`config.mk`:
```
export PLATFORM = sky130hd
export DESIGN_NAME = periph_reset_guard
export DESIGN_NICKNAME = d
export VERILOG_FILES = /design/src/rtl/prr_pkg.sv /design/src/rtl/prr_lock_fsm.sv /design/src/rtl/prr_pulse_bank.sv /design/src/rtl/periph_reset_guard.sv
export SDC_FILE = /design/constraint.sdc
export NUM_CORES = 1
export LEC_CHECK = 0
export CORE_ASPECT_RATIO = 0.7
export CORE_MARGIN = 4
export CORE_UTILIZATION = 59
export DETAILED_ROUTE_END_ITERATION = 7
export DONT_BUFFER_PORTS = 1
export PLACE_DENSITY = 0.8
export SETUP_SLACK_MARGIN = 0.02
export SYNTH_ARGS = -nofsm -noshare
export SYNTH_HDL_FRONTEND = slang
export SYNTH_SLANG_ARGS = --single-unit
```
`constraint.sdc`:
```
create_clock -name clk -period 1.7 [get_ports clk]
set_input_delay 0.255 -clock clk [delete_from_list [all_inputs] [get_ports clk]]
set_output_delay 0.255 -clock clk [all_outputs]
set_load 0.05 [all_outputs]
```
`src/rtl/prr_pkg.sv`:
```
package prr_pkg;

    typedef enum logic {
        LK_LOCKED   = 1'b0,
        LK_UNLOCKED = 1'b1
    } lock_state_t;

    typedef enum logic {
        PS_IDLE = 1'b0,
        PS_HOLD = 1'b1
    } pulse_state_t;

endpackage

```
`src/rtl/prr_lock_fsm.sv`:
```
module prr_lock_fsm
    import prr_pkg::*;
#(
    parameter int              KEY_W      = 32,
    parameter logic [KEY_W-1:0] UNLOCK_KEY = 32'hA638_2D4C,
    parameter logic [KEY_W-1:0] LOCK_KEY   = 32'hA638_2D4D
) (
    input  logic             clk,
    input  logic             rst_n,
    input  logic             key_wr,
    input  logic [KEY_W-1:0] key_data,
    output logic             unlocked
);

    lock_state_t state_q, state_d;

    // state register
    always_ff @(posedge clk or negedge rst_n) begin
        if (!rst_n) begin
            state_q <= LK_LOCKED;
        end else begin
            state_q <= state_d;
        end
    end

    // transitions
    always_comb begin
        state_d = state_q;
        unique case (state_q)
            LK_LOCKED: begin
                if (key_wr && key_data == UNLOCK_KEY) begin
                    state_d = LK_UNLOCKED;
                end
            end
            LK_UNLOCKED: begin
                if (key_wr && key_data == LOCK_KEY) begin
                    state_d = LK_LOCKED;
                end
            end
            default: state_d = LK_LOCKED;
        endcase
    end

    // outputs
    always_comb begin
        unlocked = (state_q == LK_UNLOCKED);
    end

    AST_UNLOCK_KEY_OPENS: assert property (@(posedge clk) disable iff (!rst_n)
        (key_wr && key_data == UNLOCK_KEY) |=> unlocked);

    AST_LOCK_KEY_CLOSES: assert property (@(posedge clk) disable iff (!rst_n)
        (key_wr && key_data == LOCK_KEY) |=> !unlocked);

    AST_OTHER_VALUE_HOLDS: assert property (@(posedge clk) disable iff (!rst_n)
        (key_wr && key_data != LOCK_KEY && key_data != UNLOCK_KEY) |=> $stable(unlocked));

    AST_IDLE_HOLDS: assert property (@(posedge clk) disable iff (!rst_n)
        !key_wr |=> $stable(unlocked));

endmodule

```
`src/rtl/prr_pulse_bank.sv`:
```
module prr_pulse_bank
    import prr_pkg::*;
#(
    parameter int WIDTH     = 32,
    parameter int PULSE_LEN = 4
) (
    input  logic             clk,
    input  logic             rst_n,
    input  logic [WIDTH-1:0] fire,
    output logic [WIDTH-1:0] active
);

    localparam int CNT_W = (PULSE_LEN > 2) ? $clog2(PULSE_LEN) : 1;
    localparam logic [CNT_W-1:0] LOAD_VAL = CNT_W'(PULSE_LEN - 1);

    for (genvar i = 0; i < WIDTH; i++) begin : g_line
        pulse_state_t     st_q, st_d;
        logic [CNT_W-1:0] cnt_q, cnt_d;

        // state register
        always_ff @(posedge clk or negedge rst_n) begin
            if (!rst_n) begin
                st_q  <= PS_IDLE;
                cnt_q <= '0;
            end else begin
                st_q  <= st_d;
                cnt_q <= cnt_d;
            end
        end

        // transitions
        always_comb begin
            st_d  = st_q;
            cnt_d = cnt_q;
            unique case (st_q)
                PS_IDLE: begin
                    if (fire[i]) begin
                        st_d  = PS_HOLD;
                        cnt_d = LOAD_VAL;
                    end
                end
                PS_HOLD: begin
                    if (fire[i]) begin
                        cnt_d = LOAD_VAL;
                    end else if (cnt_q == '0) begin
                        st_d = PS_IDLE;
                    end else begin
                        cnt_d = cnt_q - 1'b1;
                    end
                end
                default: begin
                    st_d  = PS_IDLE;
                    cnt_d = '0;
                end
            endcase
        end

        // outputs
        always_comb begin
            active[i] = (st_q == PS_HOLD);
        end

        AST_FIRE_STARTS_PULSE: assert property (@(posedge clk) disable iff (!rst_n)
            fire[i] |=> active[i]);

        AST_NO_SPONTANEOUS_PULSE: assert property (@(posedge clk) disable iff (!rst_n)
            (!active[i] && !fire[i]) |=> !active[i]);
    end

endmodule

```
`src/rtl/periph_reset_guard.sv`:
```
module periph_reset_guard
    import prr_pkg::*;
#(
    parameter int                NUM_BANKS  = 5,
    parameter int                BANK_W     = 32,
    parameter int                PULSE_LEN  = 4,
    parameter int                ADDR_W     = 3,
    parameter logic [BANK_W-1:0] UNLOCK_KEY = 32'hA638_2D4C,
    parameter logic [BANK_W-1:0] LOCK_KEY   = 32'hA638_2D4D
) (
    input  logic                        clk,
    input  logic                        rst_n,
    input  logic                        bus_wr,
    input  logic [ADDR_W-1:0]           bus_addr,
    input  logic [BANK_W-1:0]           bus_wdata,
    output logic [BANK_W-1:0]           bus_rdata,
    output logic [NUM_BANKS*BANK_W-1:0] periph_rst,
    output logic                        bat_soft_rst
);

    localparam int                LINES     = NUM_BANKS * BANK_W;
    localparam logic [ADDR_W-1:0] LOCK_ADDR = ADDR_W'(NUM_BANKS);
    localparam logic [ADDR_W-1:0] SOFT_ADDR = ADDR_W'(NUM_BANKS + 1);

    logic             unlocked;
    logic             key_wr;
    logic             soft_fire;
    logic [LINES-1:0] line_fire;

    assign key_wr    = bus_wr && (bus_addr == LOCK_ADDR);
    assign soft_fire = bus_wr && (bus_addr == SOFT_ADDR) && bus_wdata[0];

    prr_lock_fsm #(
        .KEY_W      (BANK_W),
        .UNLOCK_KEY (UNLOCK_KEY),
        .LOCK_KEY   (LOCK_KEY)
    ) u_lock (
        .clk      (clk),
        .rst_n    (rst_n),
        .key_wr   (key_wr),
        .key_data (bus_wdata),
        .unlocked (unlocked)
    );

    for (genvar b = 0; b < NUM_BANKS; b++) begin : g_bank
        logic bank_hit;
        assign bank_hit = bus_wr && unlocked && (bus_addr == ADDR_W'(b));
        assign line_fire[b*BANK_W +: BANK_W] = bank_hit ? bus_wdata : '0;

        prr_pulse_bank #(
            .WIDTH     (BANK_W),
            .PULSE_LEN (PULSE_LEN)
        ) u_bank (
            .clk    (clk),
            .rst_n  (rst_n),
            .fire   (line_fire[b*BANK_W +: BANK_W]),
            .active (periph_rst[b*BANK_W +: BANK_W])
        );
    end

    prr_pulse_bank #(
        .WIDTH     (1),
        .PULSE_LEN (PULSE_LEN)
    ) u_soft (
        .clk    (clk),
        .rst_n  (rst_n),
        .fire   (soft_fire),
        .active (bat_soft_rst)
    );

    // read mux
    always_comb begin
        bus_rdata = '0;
        for (int b = 0; b < NUM_BANKS; b++) begin
            if (bus_addr == ADDR_W'(b)) begin
                bus_rdata = periph_rst[b*BANK_W +: BANK_W];
            end
        end
        if (bus_addr == LOCK_ADDR) begin
            bus_rdata = {{(BANK_W-1){1'b0}}, unlocked};
        end
        if (bus_addr == SOFT_ADDR) begin
            bus_rdata = {{(BANK_W-1){1'b0}}, bat_soft_rst};
        end
    end

    AST_LOCKED_WRITE_NO_RISE: assert property (@(posedge clk) disable iff (!rst_n)
        (bus_wr && !unlocked && bus_addr < LOCK_ADDR)
        |=> ((periph_rst & ~$past(periph_rst)) == '0));

    AST_SOFT_WRITE_KEEPS_GUARD: assert property (@(posedge clk) disable iff (!rst_n)
        (bus_wr && bus_addr == SOFT_ADDR) |=> $stable(unlocked));

endmodule

```
# Word level (Yosys, flattened, before mapping)
# Cells that the tools add are included.
totals:
  reg_bits: 484
  ram_bits: 0
  in_bits: 38
  latch_bits: 0
  memories: 0
  rom_bits: 0
op_classes:
  shift: 0
  n_eq_ne: 330
  n_mul: 0
  add_sub_neg: 161
  reduce_logical: 334
  magnitude_cmp: 0
  mux: 1303
  div_mod_pow: 0
  bitwise: 162
op_table:
  columns: ["cell", "count"]
  rows:
  - ["$mux 2", 483]
  - ["$pmux 2 s2", 161]
  - ["$mux 1", 485]
  - ["$ne 3x2->1 const B", 160]
  - ["$mux 32", 12]
  - ["$pmux 1 s2", 162]
  - ["$logic_not 2->1", 161]
  - ["$reduce_and 2->1", 161]
  - ["$sub 2x1->2 const B", 161]
  - ["$ne 2x1->1 const B", 160]
  - ["$not 1->1", 162]
  - ["$eq 32x32->1 const B", 2]
  - ["$logic_and 1x1->1", 11]
  - ["$eq 3x3->1 const B", 3]
  - ["$eq 3x2->1 const B", 2]
  - ["$eq 3x1->1 const B", 1]
  - ["$logic_not 3->1", 1]
  - ["$ne 3x3->1 const B", 1]
  - ["$ne 2x2->1 const B", 1]

# Depth between registers and ports, before layout
depth:
  depth_word: 8
  ltp_mapped: 7

# Modules after synthesis
# From an unflattened synthesis, not the netlist that was laid out.
unflattened:
  hier_cells: 2698
  hier_area_um2: 28612.4
by_module_without_submodules:
  columns: ["module", "area_each_um2", "cells_per_inst", "instances"]
  rows:
  - ["prr_pulse_bank at g_bank[0].u_bank ...", 5172.5, 467, 2]
  - ["prr_pulse_bank at g_bank[3].u_bank", 5167.5, 465, 1]
  - ["prr_pulse_bank at g_bank[4].u_bank", 5165.0, 464, 1]
  - ["prr_pulse_bank at g_bank[2].u_bank", 5154.9, 460, 1]
  - ["periph_reset_guard", 2491.1, 347, 1]
  - ["prr_pulse_bank at u_soft", 152.6, 14, 1]
  - ["prr_lock_fsm", 136.4, 14, 1]

# Worst setup path before layout
# OpenSTA, ideal clock, no wires.
synth_timing:
  path_kind: "in2out"
  from: "input port bus_addr[0]"
  to: "output port bus_rdata[11]"
  setup_slack_ns: -0.559
  path_stages: 5
  arrival_time_ns: 2.004
  required_time_ns: 1.445
  path_cell_list: "buf_4 > buf_6 > mux4_2 > inv_1 > o21ai_0"
synth_via:
  elab_chain_len: 8
  elab_cells_between_ends: 14
  cone_classes: "6 x eq/ne; 7 x mux; 1 x reduce/logical"
synth_lines:
  columns: ["element", "line_no", "rtl"]
  rows:
  - ["start, declared", "periph_reset_guard.sv:14", "input logic [ADDR_W-1:0] bus_addr,"]
  - ["$logic_not 3->1", "periph_reset_guard.sv:75", "if (bus_addr == ADDR_W'(b)) begin"]
  - ["$mux 32 (5 in a row)", "periph_reset_guard.sv:75", null]
  - ["$mux 32", "periph_reset_guard.sv:79", "if (bus_addr == LOCK_ADDR) begin"]
  - ["$mux 32 (*)", "periph_reset_guard.sv:82", "if (bus_addr == SOFT_ADDR) begin"]
  - ["end, declared", "periph_reset_guard.sv:16", "output logic [BANK_W-1:0] bus_rdata,"]
# Every way passes the cells marked *; elsewhere a longest branch is shown, timed or not.

# Final worst setup path
layout_timing:
  from: "register g_bank[3].u_bank.g_line[0].st_q"
  to: "output port bus_rdata[0]"
layout_via:
  elab_chain_len: 4
layout_lines:
  columns: ["element", "line_no", "rtl"]
  rows:
  - ["start, declared", "prr_pulse_bank.sv:17", "pulse_state_t st_q, st_d;"]
  - ["start signal, assigned", "prr_pulse_bank.sv:26", "st_q <= st_d;"]
  - ["$mux 32 (2 in a row)", "periph_reset_guard.sv:75", null]
  - ["$mux 32", "periph_reset_guard.sv:79", null]
  - ["$mux 32", "periph_reset_guard.sv:82", null]
# Every way passes these cells.

==> results <==
- Among all cell types in the netlist, the one instantiated most often is sky130_fd_sc_hd__nand2_1.
- The total power consumption of the routed design is 52.40 mW.
- Counting the fill cells in the layout gives 2686.
- Across the run, the number of max-cap violations was 0.
- In this run the number of H-tree levels came out at 2.
- The final number of max-transition violations is 278.
- The number of antenna-violating nets in the routed design is 0.
- Setup violations remaining at the end of the flow were counted as 32.
- Detailed placement finished with a half-perimeter wire length of 39.05 mm.
- The area growth from synthesis to layout is 15.05%.
- In this run, post-CTS hold repair placed 35 buffers.
- The checks that failed: hold timing, slew limit, setup timing.
- After synthesis, the mean cell area works out to 9.865 sq um.
- In this run the worst path has a maximum fanout of 2.
- The tightest hold margin is -0.6090 ns.
- The worst register-to-register path has a depth of 5.
- The most used flip-flop cell after synthesis is sky130_fd_sc_hd__dfrtp_1.
- The category of the worst setup path capture point is a primary output.
- The per-cell routed wire length is 18.77 um.
- The type of origin of the critical path is a flip-flop.
- Setup repair after global routing could not meet its margin everywhere.
- Summing the areas of all compound-gate instances in the mapped netlist gives 5.956% of the synthesized area.
- Synthesis inferred 484 register bits.
- The gate count after technology mapping is 2451.
- The hold violation total from the final report was 484.
- The wire length of the first global-routing pass is 93.58 mm.
- The number of antenna violations at the first check in global routing is 14.
- The proportion of synthesized area in mux cells is 2.960%.
- The height of the chip is 177.4 um.
- The Yosys warning count is 0.
- The number of iterations in the first detailed-routing pass is 5.
- Entering global routing, the biggest net connects 485 pins.
- After detailed routing, the number of vias per cell comes to 5.437.
- The transition time at the pin with the least slew margin is 2.320 ns.
- The synthesized design contains 0 enable-type register cells.
- The minimum setup slack in the final design is -0.3801 ns.
- The I/O pin total is 231.
- TritonCTS built the clock tree.
- The tree built by TritonCTS fans out to 484 sinks.
- Counting flops with an async set or reset pin after synthesis yields a share of 100.0%.
- Registers take 12110 sq um.
- The initial utilization of the core area, before any placement, comes to 60.34%.
- The synthesized area is 24180 sq um.
- The number of nets in the synthesized netlist is 2650.
- The combinational family with the most area after synthesis is simple AND/OR/NAND/NOR gates.
- The area inside the core boundary is 40070 sq um.
- The critical setup path kind is flip-flop to primary output.
- Power spread over the standard cell area amounts to 1884 nW/um^2.
- For this design the static power due to leakage is 14.84 nW.
- The worst hold path belongs to the class input port to async pin.
- The die covers 44340 sq um.
- Timing would allow up to 0.4807 GHz.
- Cells with a size suffix above 1 make up 15.93% of the layout.
- The post-synthesis cell type count is 35.
- The register-to-register path setup slack is 0.13 ns.
- The final RePlAce weighted congestion is 0.7899.
- The total grt overflow is 0.
- By area the synthesized netlist is led by sky130_fd_sc_hd__dfrtp_1, sky130_fd_sc_hd__nand2_1, sky130_fd_sc_hd__ha_1.
- Dividing the final minimum period by the clock period gives 122.4%.
- The minimum clock period after layout is 2.080 ns.
- In the final layout, the multi-input gates occupy 9594 sq um.
- Clock tree synthesis inserted a total of 47 buffers.
- The worst slew margin relative to its limit is -54.66%.
- Input and output buffers added on the ports amount to 0.
- After Yosys synthesis, full adders, half adders and majority gates account for 8.331% of the synthesized area.
- The share of the synthesized area in the top cell type is 50.09%.
- The post-placement setup slack is 0.1696 ns.
- In this run the critical register-to-register path is launched from u_lock.unlocked$_DFF_PN0_.
- At the later pin of the worst-skew pair, clock insertion delay measures 0.56 ns.
- The run finished, with violations left.
- The total global routing track utilization is 26.51%.
- The total number of vias is 17164.
- The floorplan has 61 rows.
- For this block, the initial DRC count from the detailed router was 1317.
- The clock root buffer master is sky130_fd_sc_hd__clkbuf_16.
- The endpoint of the lowest-slack register-to-register path is g_bank[0].u_bank.g_line[19].cnt_q[1]$_DFFE_PN0P_.
- After synthesis, flip-flops and latches occupy 50.09% of the total area.
- The synthesized design spends more area on one cell type than any other, namely sky130_fd_sc_hd__dfrtp_1.
- The post-synthesis share of cell area spent on and, or, nand and nor gates is 15.56%.
- The worst path required time is 1.44 ns.
- The number of global-route vias before repair is 17985.
- IR analysis of the VDD net gives a maximum drop of 1.202 mV.
- The x dimension of the die is 250.0 um.
- Counting instances in the post-synthesis netlist gives the leading cell types as sky130_fd_sc_hd__nand2_1, sky130_fd_sc_hd__dfrtp_1, sky130_fd_sc_hd__inv_1.
- Summed over all layers, the routed wires come to 59.26 mm.
- The final routed DRC violation total is 0.
- On the final layout, the worst clock skew is 0.01519 ns.
- The number of nets in the layout is 2776.
- After clock tree synthesis, the clock-pin slew on the worst setup and hold paths is 0.07 ns.
- The number of buffers on the longest clock path is 3.
- The synthesized netlist devotes 5.832% of its cell area to XOR and XNOR gates.
- The critical path data arrival time is 1.83 ns.
## timing repair
| item | in CTS | in global routing |
|---|---|---|
| endpoints found under the hold margin | 968 | 484 |
| resized for setup | 49 | 8 |
| pin swaps | 1 | 0 |
| cloned | 0 | 0 |
| setup endpoints to repair | 32 | 32 |
| setup buffers | 16 | 21 |
## registers in the layout, indices dropped and copies added (netlist names)
signal                      count
g_bank.u_bank.g_line.cnt_q    320
g_bank.u_bank.g_line.st_q     160
u_soft.g_line.cnt_q             2
u_soft.active                   1
u_lock.unlocked                 1
## power by group
group | internal [mW] | total (mW) | switching (mW)
registers | 16.5 | 18.9 | 2.44
logic | 9.38 | 23.0 | 13.7
clock network | 5.98 | 10.4 | 4.43
total | 31.9 | 52.4 | 20.5
## metrics by stage
step	area, sq um	util [%]	setup TNS [ns]	cells
floorplan	24280	-	-1.218	2451
global placement	25480	63.58	0	2991
detailed placement	25480	63.58	0	2991
CTS	27600	68.87	-9.199	3125
global route	27820	69.43	-10.25	3157
finish	27820	69.43	-8.656	3157
## kinds of logic (layout without fill, tap and decap cells)
group	after synthesis	in the layout
DFF	484	484
buffers and inverters	546	706
and+or+nand+nor	864	864
AOI/OAI and AO/OA	201	201
xor gates and xnor gates	161	161
muxes	34	34
adders and majority gates	161	161
other	0	11
## final cells by class
class	count	area share [%]
Antenna cell	11	0.09895
Clock buffer	70	5.159
Clock inverter	13	0.3553
Inverter	352	4.749
Multi-Input combinational cell	1421	34.49
Sequential cell	484	43.55
Tap cell	535	2.406
Timing Repair Buffer	271	9.198
## cells in the final DEF (no fill, tap or decap), drive strengths merged, types with 4 or more instances in the layout
cell         count
nand2          676
dfrtp          484
inv            353
buf            236
nand2b         162
xnor2          161
o211ai         161
ha             161
clkbuf          70
dlygate4sd3     35
mux4            30
o21ai           30
diode           11
clkinv           9
nor2             7
mux2i            4
a2bb2oi          4
and4b            4
## how the worst max path moves through the flow
stage	endpoint	slack [ns]	start
floorplan	bus_rdata[11]	-0.18	bus_addr[0]
global placement	bus_rdata[0]	0.19	g_bank[3].u_bank.g_line[0].st_q$_DFF_PN0_
detailed placement	g_bank[0].u_bank.g_line[19].cnt_q[1]$_DFFE_PN0P_	0.17	u_lock.unlocked$_DFF_PN0_
CTS	bus_rdata[0]	-0.41	g_bank[3].u_bank.g_line[0].st_q$_DFF_PN0_
global route	bus_rdata[0]	-0.47	g_bank[3].u_bank.g_line[0].st_q$_DFF_PN0_
finish	bus_rdata[0]	-0.38	g_bank[3].u_bank.g_line[0].st_q$_DFF_PN0_
## routing by layer
layer	wire (um)	GRT usage, %	vias up
met4	1941	9.633	4
met2	29160	45.37	529
met1	23540	32.58	8581
li1	-	-	7890
met3	4593	7.471	160
met5	27	0	-
## worst max-delay path, stage by stage (launching register included)
cell and delay, ns:
sky130_fd_sc_hd__dfrtp_1 0.37, sky130_fd_sc_hd__mux4_2 0.46, sky130_fd_sc_hd__mux2i_1 0.18, sky130_fd_sc_hd__a22oi_2 0.09, sky130_fd_sc_hd__buf_12 0.16
Note: power is estimated with default switching activity, not from simulation.
